<file path="config.mk">
export PLATFORM = sky130hd
export DESIGN_NAME = opnd_bypass_net
export DESIGN_NICKNAME = d
export VERILOG_FILES = /design/src/rtl/opbyp_pkg.sv /design/src/rtl/byp_select.sv /design/src/rtl/byp_mux.sv /design/src/rtl/opnd_bypass_net.sv
export SDC_FILE = /design/constraint.sdc
export NUM_CORES = 1
export LEC_CHECK = 0
export ABC_AREA = 1
export CORE_MARGIN = 2
export CORE_UTILIZATION = 40
export CTS_CLUSTER_DIAMETER = 60
export DETAILED_ROUTE_END_ITERATION = 16
export HOLD_SLACK_MARGIN = 0.12
export PLACE_DENSITY = 0.8
export SLEW_MARGIN = 25
export SYNTH_ARGS = -nofsm -noshare
export SYNTH_HDL_FRONTEND = slang
export SYNTH_SLANG_ARGS = --single-unit
</file>
<file path="constraint.sdc">
create_clock -name clk -period 1.8 [get_ports clk]
set_input_delay 0.36 -clock clk [delete_from_list [all_inputs] [get_ports clk]]
set_output_delay 0.36 -clock clk [all_outputs]
set_load 0.01 [all_outputs]
</file>
<file path="src/rtl/opbyp_pkg.sv">
package opbyp_pkg;

    // Which producer feeds an operand
    typedef enum logic [1:0] {
        SRC_RF  = 2'd0,
        SRC_EX  = 2'd1,
        SRC_ACC = 2'd2
    } opsrc_e;

endpackage

</file>
<file path="src/rtl/byp_select.sv">
module byp_select
    import opbyp_pkg::*;
#(
    parameter int AW = 5
) (
    input  logic [AW-1:0] src_i,
    input  logic          ex_wen_i,
    input  logic [AW-1:0] ex_dst_i,
    input  logic          acc_wen_i,
    input  logic [AW-1:0] acc_dst_i,
    output opsrc_e        sel_o
);

    logic hit_ex;
    logic hit_acc;

    // A producer qualifies only if it writes, targets a real register and matches
    always_comb begin
        hit_ex  = ex_wen_i  && (ex_dst_i  != '0) && (ex_dst_i  == src_i);
        hit_acc = acc_wen_i && (acc_dst_i != '0) && (acc_dst_i == src_i);
    end

    // Youngest producer wins
    always_comb begin
        if (hit_ex) begin
            sel_o = SRC_EX;
        end else if (hit_acc) begin
            sel_o = SRC_ACC;
        end else begin
            sel_o = SRC_RF;
        end
    end

endmodule

</file>
<file path="src/rtl/byp_mux.sv">
module byp_mux
    import opbyp_pkg::*;
#(
    parameter int DW = 32
) (
    input  opsrc_e        sel_i,
    input  logic [DW-1:0] rf_i,
    input  logic [DW-1:0] ex_i,
    input  logic [DW-1:0] acc_i,
    output logic [DW-1:0] data_o
);

    always_comb begin
        unique case (sel_i)
            SRC_EX:  data_o = ex_i;
            SRC_ACC: data_o = acc_i;
            default: data_o = rf_i;
        endcase
    end

endmodule

</file>
<file path="src/rtl/opnd_bypass_net.sv">
module opnd_bypass_net
    import opbyp_pkg::*;
#(
    parameter int DW   = 32,
    parameter int REGS = 32,
    parameter int AW   = $clog2(REGS)
) (
    input  logic          clk,
    input  logic          rst_n,
    input  logic          stall_i,
    input  logic [AW-1:0] dec_src_a_i,
    input  logic [AW-1:0] dec_src_b_i,
    input  logic [DW-1:0] rf_a_i,
    input  logic [DW-1:0] rf_b_i,
    input  logic          ex_wen_i,
    input  logic [AW-1:0] ex_dst_i,
    input  logic [DW-1:0] ex_data_i,
    input  logic          acc_wen_i,
    input  logic [AW-1:0] acc_dst_i,
    input  logic [DW-1:0] acc_data_i,
    output logic [DW-1:0] opnd_a_o,
    output logic [DW-1:0] opnd_b_o
);

    localparam int NOPS = 2;

    typedef struct packed {
        logic [NOPS-1:0][DW-1:0] opnd;
    } state_t;

    state_t state_d;
    state_t state_q;

    logic [NOPS-1:0][AW-1:0] src;
    logic [NOPS-1:0][DW-1:0] rf_rd;
    logic [NOPS-1:0][DW-1:0] picked;
    opsrc_e                  sel [NOPS];

    always_comb begin
        src[0]   = dec_src_a_i;
        src[1]   = dec_src_b_i;
        rf_rd[0] = rf_a_i;
        rf_rd[1] = rf_b_i;
    end

    for (genvar g = 0; g < NOPS; g++) begin : g_opnd
        byp_select #(.AW(AW)) u_sel (
            .src_i     (src[g]),
            .ex_wen_i  (ex_wen_i),
            .ex_dst_i  (ex_dst_i),
            .acc_wen_i (acc_wen_i),
            .acc_dst_i (acc_dst_i),
            .sel_o     (sel[g])
        );

        byp_mux #(.DW(DW)) u_mux (
            .sel_i  (sel[g]),
            .rf_i   (rf_rd[g]),
            .ex_i   (ex_data_i),
            .acc_i  (acc_data_i),
            .data_o (picked[g])
        );
    end

    always_comb begin
        state_d = state_q;
        if (!stall_i) begin
            state_d.opnd = picked;
        end
    end

    always_ff @(posedge clk) begin
        if (!rst_n) begin
            state_q <= '0;
        end else begin
            state_q <= state_d;
        end
    end

    assign opnd_a_o = state_q.opnd[0];
    assign opnd_b_o = state_q.opnd[1];

endmodule

</file>
# Word level (Yosys, flattened, before mapping)
# Index checks and enable logic that the tools add are counted.
# word_totals
ff_bits	64
# op_classes
eq_ne	8
muxes	6
n_reduce_logical	8
# op_table
operator	count
case mux 32 bit (2 select lines)	2
== test 5 bit	4
nonzero test 5 bit	2
2-to-1 mux 2 bit	4
logical AND 1 bit	6
== test 2 x 1 -> 1 bit, second input constant	2
== test 2 bit, second input constant	2

# Depth between registers and ports, before layout
# logic_depth
depth_word	7
depth_mapped	12

# By module
# Synthesis repeated with hierarchy kept, for this count alone.
# unflattened
hier_cells	927
area_unflattened_um2	4869.7
# modules_own_cells
mod	n_inst	cells_per_inst	area_per_inst_um2	seq_area_each_um2
opnd_bypass_net	1	405	2670.1	1281.2
byp_mux	2	210	878.3	0.0
byp_select	2	51	221.5	0.0

# Worst setup path before layout
# No wires, ideal clock.
# synth_timing
path_kind	input-to-reg
start	input dec_src_a_i[1]
end	register state_q (netlist bit opnd_a_o[18])
setup_time_ps	117
arrival_time_ps	1351
slack_ps	332
path_stages	11
path_cell_list	inv_1 > nand2_1 > nand2_1 > nand2_1 > nor2_2 > nand3_2 > buf_2 > nand3_1 > nand2_1 > nor2_1 > nor2_1
# synth_via
elab_chain_len	6
word_cells_on_any_way	9
# synth_rtl
element	line	rtl
from (decl)	opnd_bypass_net.sv:11	input logic [AW-1:0] dec_src_a_i,
== test 5 bit	byp_select.sv:20	hit_acc = acc_wen_i && (acc_dst_i != '0) && (acc_dst_i == src_i);
logical AND 1 bit	byp_select.sv:20	
2-to-1 mux 2 bit	byp_select.sv:27	end else if (hit_acc) begin
2-to-1 mux 2 bit (*)	byp_select.sv:25	if (hit_ex) begin
== test 2 bit or == test 2 x 1 -> 1 bit (tied branches)	byp_mux.sv:14	unique case (sel_i)
case mux 32 bit (2 select lines) (*)	byp_mux.sv:14	
to (signal assigned)	opnd_bypass_net.sv:76	state_q <= state_d;
to (decl)	opnd_bypass_net.sv:32	state_t state_q;
# Mark *: on every way between the ends. The rest lies on a longest branch, timed or not.
# A chain may end at the register's enable or synchronous reset.

# Worst setup path after layout
# layout_timing
start	input dec_src_b_i[4]
end	register state_q (netlist bit opnd_b_o[17])
# layout_via
elab_chain_len	6
word_cells_on_any_way	9
# layout_rtl
element	line	rtl
from (decl)	opnd_bypass_net.sv:12	input logic [AW-1:0] dec_src_b_i,
== test 5 bit	byp_select.sv:20	
logical AND 1 bit	byp_select.sv:20	
2-to-1 mux 2 bit	byp_select.sv:27	
2-to-1 mux 2 bit (*)	byp_select.sv:25	
== test 2 bit or == test 2 x 1 -> 1 bit (tied branches)	byp_mux.sv:14	
case mux 32 bit (2 select lines) (*)	byp_mux.sv:14	
# Marked as above.

==> impl_metrics.csv <==
group,metric,value,unit
worst_setup_path,setup.worst_path.start,"dec_src_b_i[4]",
synthesis,synth_area,4380,um^2
worst_setup_path,critPathKind,"in2reg",
timing,holdWs,0.513,ns
place,place.gp.congestion,0.908,
timing,slew_headroom,75.1,%
worst_setup_path,critPathRequiredTime,2.07,ns
timing,rsz0062_at_grt,"false",
worst_setup_path,rr_startpoint,"opnd_a_o[31]",
worst_setup_path,r2r_cells,2,
timing,setup_viol_count_final,0,
cts,cts_tree,"yes",
cells_and_area,final_common_cell,"clkdlybuf4s50_1",
synthesis,synth.yosys.seq_area_share,29.2,%
cells_and_area,final_core_util,68.2,%
worst_setup_path,r2r_setup_slack,1.11,ns
worst_setup_path,crit_chain,"clkdlybuf4s50_1 -> xnor2_2 -> nand3_2 -> nor2_4 -> clkbuf_16 -> nand3_1 -> nand2_1 -> nor2_1 -> nor2_1",
cts,cts.clk_slew.worst_paths,0.08,ns
cells_and_area,drive_above_1_share,9.38,%
synthesis,synth_cells,738,
worst_setup_path,startpoint_type,"primary input",
worst_setup_path,worstPathMaxFanout,8,
floorplanning,dieArea,11800,um^2
timing,worstMarginPinSlew,0.373,ns
synthesis,ys_ff_latch,64,
worst_setup_path,r2r-end,"opnd_a_o[31]",
routing,firstDrtPassIters,5,
timing,finalClockSkew,0,ns
timing,fin_crit_sh,96.1,%
global_routing,grt_pass1_wl,26400,um
floorplanning,core_area,10700,um^2
floorplanning,die_h,109,um
cts,cts.sinks,64,
worst_setup_path,cp-end-kind,"flip-flop",
timing,fmax,578,MHz
routing,routedWlPerCell,16.6,um
global_routing,grt_max_degree,74,
hold_path,hold_path.class,"in2reg",
global_routing,antenna_found_initial,0,
place,dp_hpwl,12200,um
floorplanning,die_x,109,um
floorplanning,start_util,40.8,%
cts,cts_buffer_depth,2,
power_and_ir_drop,p_per_area,589,nW/um^2
cells_and_area,layout_common_cells,"clkdlybuf4s50_1 (196), nand2_1 (172), nand3_1 (163)",
worst_setup_path,critical-path-max-stage-delay,0.52,ns
synthesis,syn-num-nets,891,
cts,h-tree-depth,3,
routing,vias,5975,
global_routing,track_usage,28.3,%
place,io_buffers,216,
global_routing,globalRouteOverflowTotal,0,
cts,clock_latency,0.33,ns
timing,hold_viol,0,
worst_setup_path,worstPathArrival,2.00,ns
cts,postCtsHoldBufs,0,
routing,drt_iter0_markers,552,
power_and_ir_drop,p_leak,3.48,nW
timing,final_max_slew_viol_count,0,
synthesis,synthTopCellsByArea,"dfxtp_1 (29%), nand3_1 (19%), nand2_1 (15%), nor2_1 (12%), o21ai_0 (7.3%)",
worst_setup_path,cpMaxStageDelayCell,"clkdlybuf4s50_1",
outcome,outcome,"complete, no violations",
cells_and_area,n_antenna_cell,0,
floorplanning,num_rows,38,
job,maxCapViolCount,0,
cts,cts_buffers,9,
synthesis,yosysTopAreaCellShare,29.2,%
worst_setup_path,crit_path_end,"opnd_b_o[17]",
synthesis,synth.distinct_cells,22,
synthesis,synth_top_area_cell,"dfxtp_1",
routing,drtAntennaViolNets,0,
global_routing,grt_pass1_vias,5275,
routing,drc,0,
routing,routed_wirelength,18300,um
worst_setup_path,cpMostUsedCell,"nor2_1",
synthesis,yosys_warnings,0,
synthesis,synth_area_per_cell,5.94,um^2
cts,cts_root_buf,"clkbuf_8",
power_and_ir_drop,max-vdd-ir-drop,0.365,mV
floorplanning,io_pins,217,
routing,via_per_inst,5.43,
cells_and_area,area_delta_synth_final,67.2,%
cells_and_area,fin_nets,1108,
timing,min_period,1.73,ns
==> logic make-up (layout without fill, tap and decap cells) <==
logic type      count (synthesis)  count (layout)  synth area share, %
compound gates                 64              64                 7.31
xor+xnor                        9               9                 1.97
buf+inv                        80             302                 8.71
flops                          64              64                 29.2
simple gates                  521             521                 52.8
==> worst min path at each step <==
stage / slack [ns] / depth (start not counted) / from / endpoint
after floorplan: 0.56 / 2 / opnd_a_o[0] / opnd_a_o[0]
after global placement: 0.51 / 2 / opnd_a_o[7] / opnd_a_o[7]
after detailed placement: 0.51 / 2 / opnd_a_o[23] / opnd_a_o[23]
after CTS: 0.50 / 4 / rst_n / opnd_b_o[26]
after global routing: 0.52 / 4 / rst_n / opnd_b_o[8]
final: 0.51 / 4 / rst_n / opnd_a_o[10]
==> metrics by stage <==
stage          instance area (um^2)  setup WS [ns]  setup TNS [ns]  instances  power, mW
2_1_floorplan                  4380          0.332               0        738       2.12
3_3_place_gp                   6840         -0.328          -17.60       1076       2.86
3_5_place_dp                   6840         -0.368          -19.22       1076       2.87
4_1_cts                        7070        0.00961               0       1092       4.29
5_1_grt                        7330         0.0287               0       1100       4.52
6_report                       7330         0.0698               0       1100       4.32
==> synth_stat cells <==
master and n:
nor2_2 4, dfxtp_1 64, nand3_2 2, nor3_4 2, inv_2 5, nand2_1 172
buf_6 1, inv_1 17, nor3_2 1, nor2_1 138, nor2_4 1, xor2_1 3
buf_4 14, nand3_1 165, buf_1 2, o21ai_0 64, nand4_1 34, xor2_2 1
clkbuf_1 24, nand2_2 2, xnor2_1 5, buf_2 17
==> per-layer routing <==
metal  GRT usage [%]  up-vias  routed length, um
li1                -     2890                  -
met1            39.8     2665               7660
met2            43.4      371               8360
met3            4.06       49               1720
met4            11.4        0                571
met5               0        -                  0
==> sequential cells by signal, summed over array words and instances, names as in the netlist <==
register  flops
opnd_a_o     32
opnd_b_o     32
==> final cells by class <==
cell class	count	area (um^2)
Fill cell	937	3420
Tap cell	140	175
Timing Repair Buffer	264	2790
Inverter	22	83.8
Clock buffer	11	141
Multi-Input combinational cell	594	2780
Clock inverter	5	78.8
Sequential cell	64	1280
==> timing repair <==
| action | 4_1_cts | 5_1_grt |
|---|---|---|
| setup buffers | 0 | 1 |
| cloned | 0 | 7 |
| gates resized for setup | 1 | 33 |
| pin swaps | 0 | 7 |
| setup endpoints to repair | 5 | 64 |
==> report_power, final <==
| part | switching [mW] | total (mW) | leakage [nW] | internal [mW] |
|---|---|---|---|---|
| Combinational | 0.619 | 1.32 | 2.83 | 0.703 |
| Clock | 0.601 | 1.42 | 0.114 | 0.820 |
| Sequential | 0.0527 | 1.57 | 0.532 | 1.52 |
==> critical path, delay by kind of cell <==
kind / cells / cell delay [ns]
xor+xnor: 1 / 0.24
simple gates: 6 / 0.65
buf+inv: 2 / 0.74
Power figures use the tool's default switching activity.
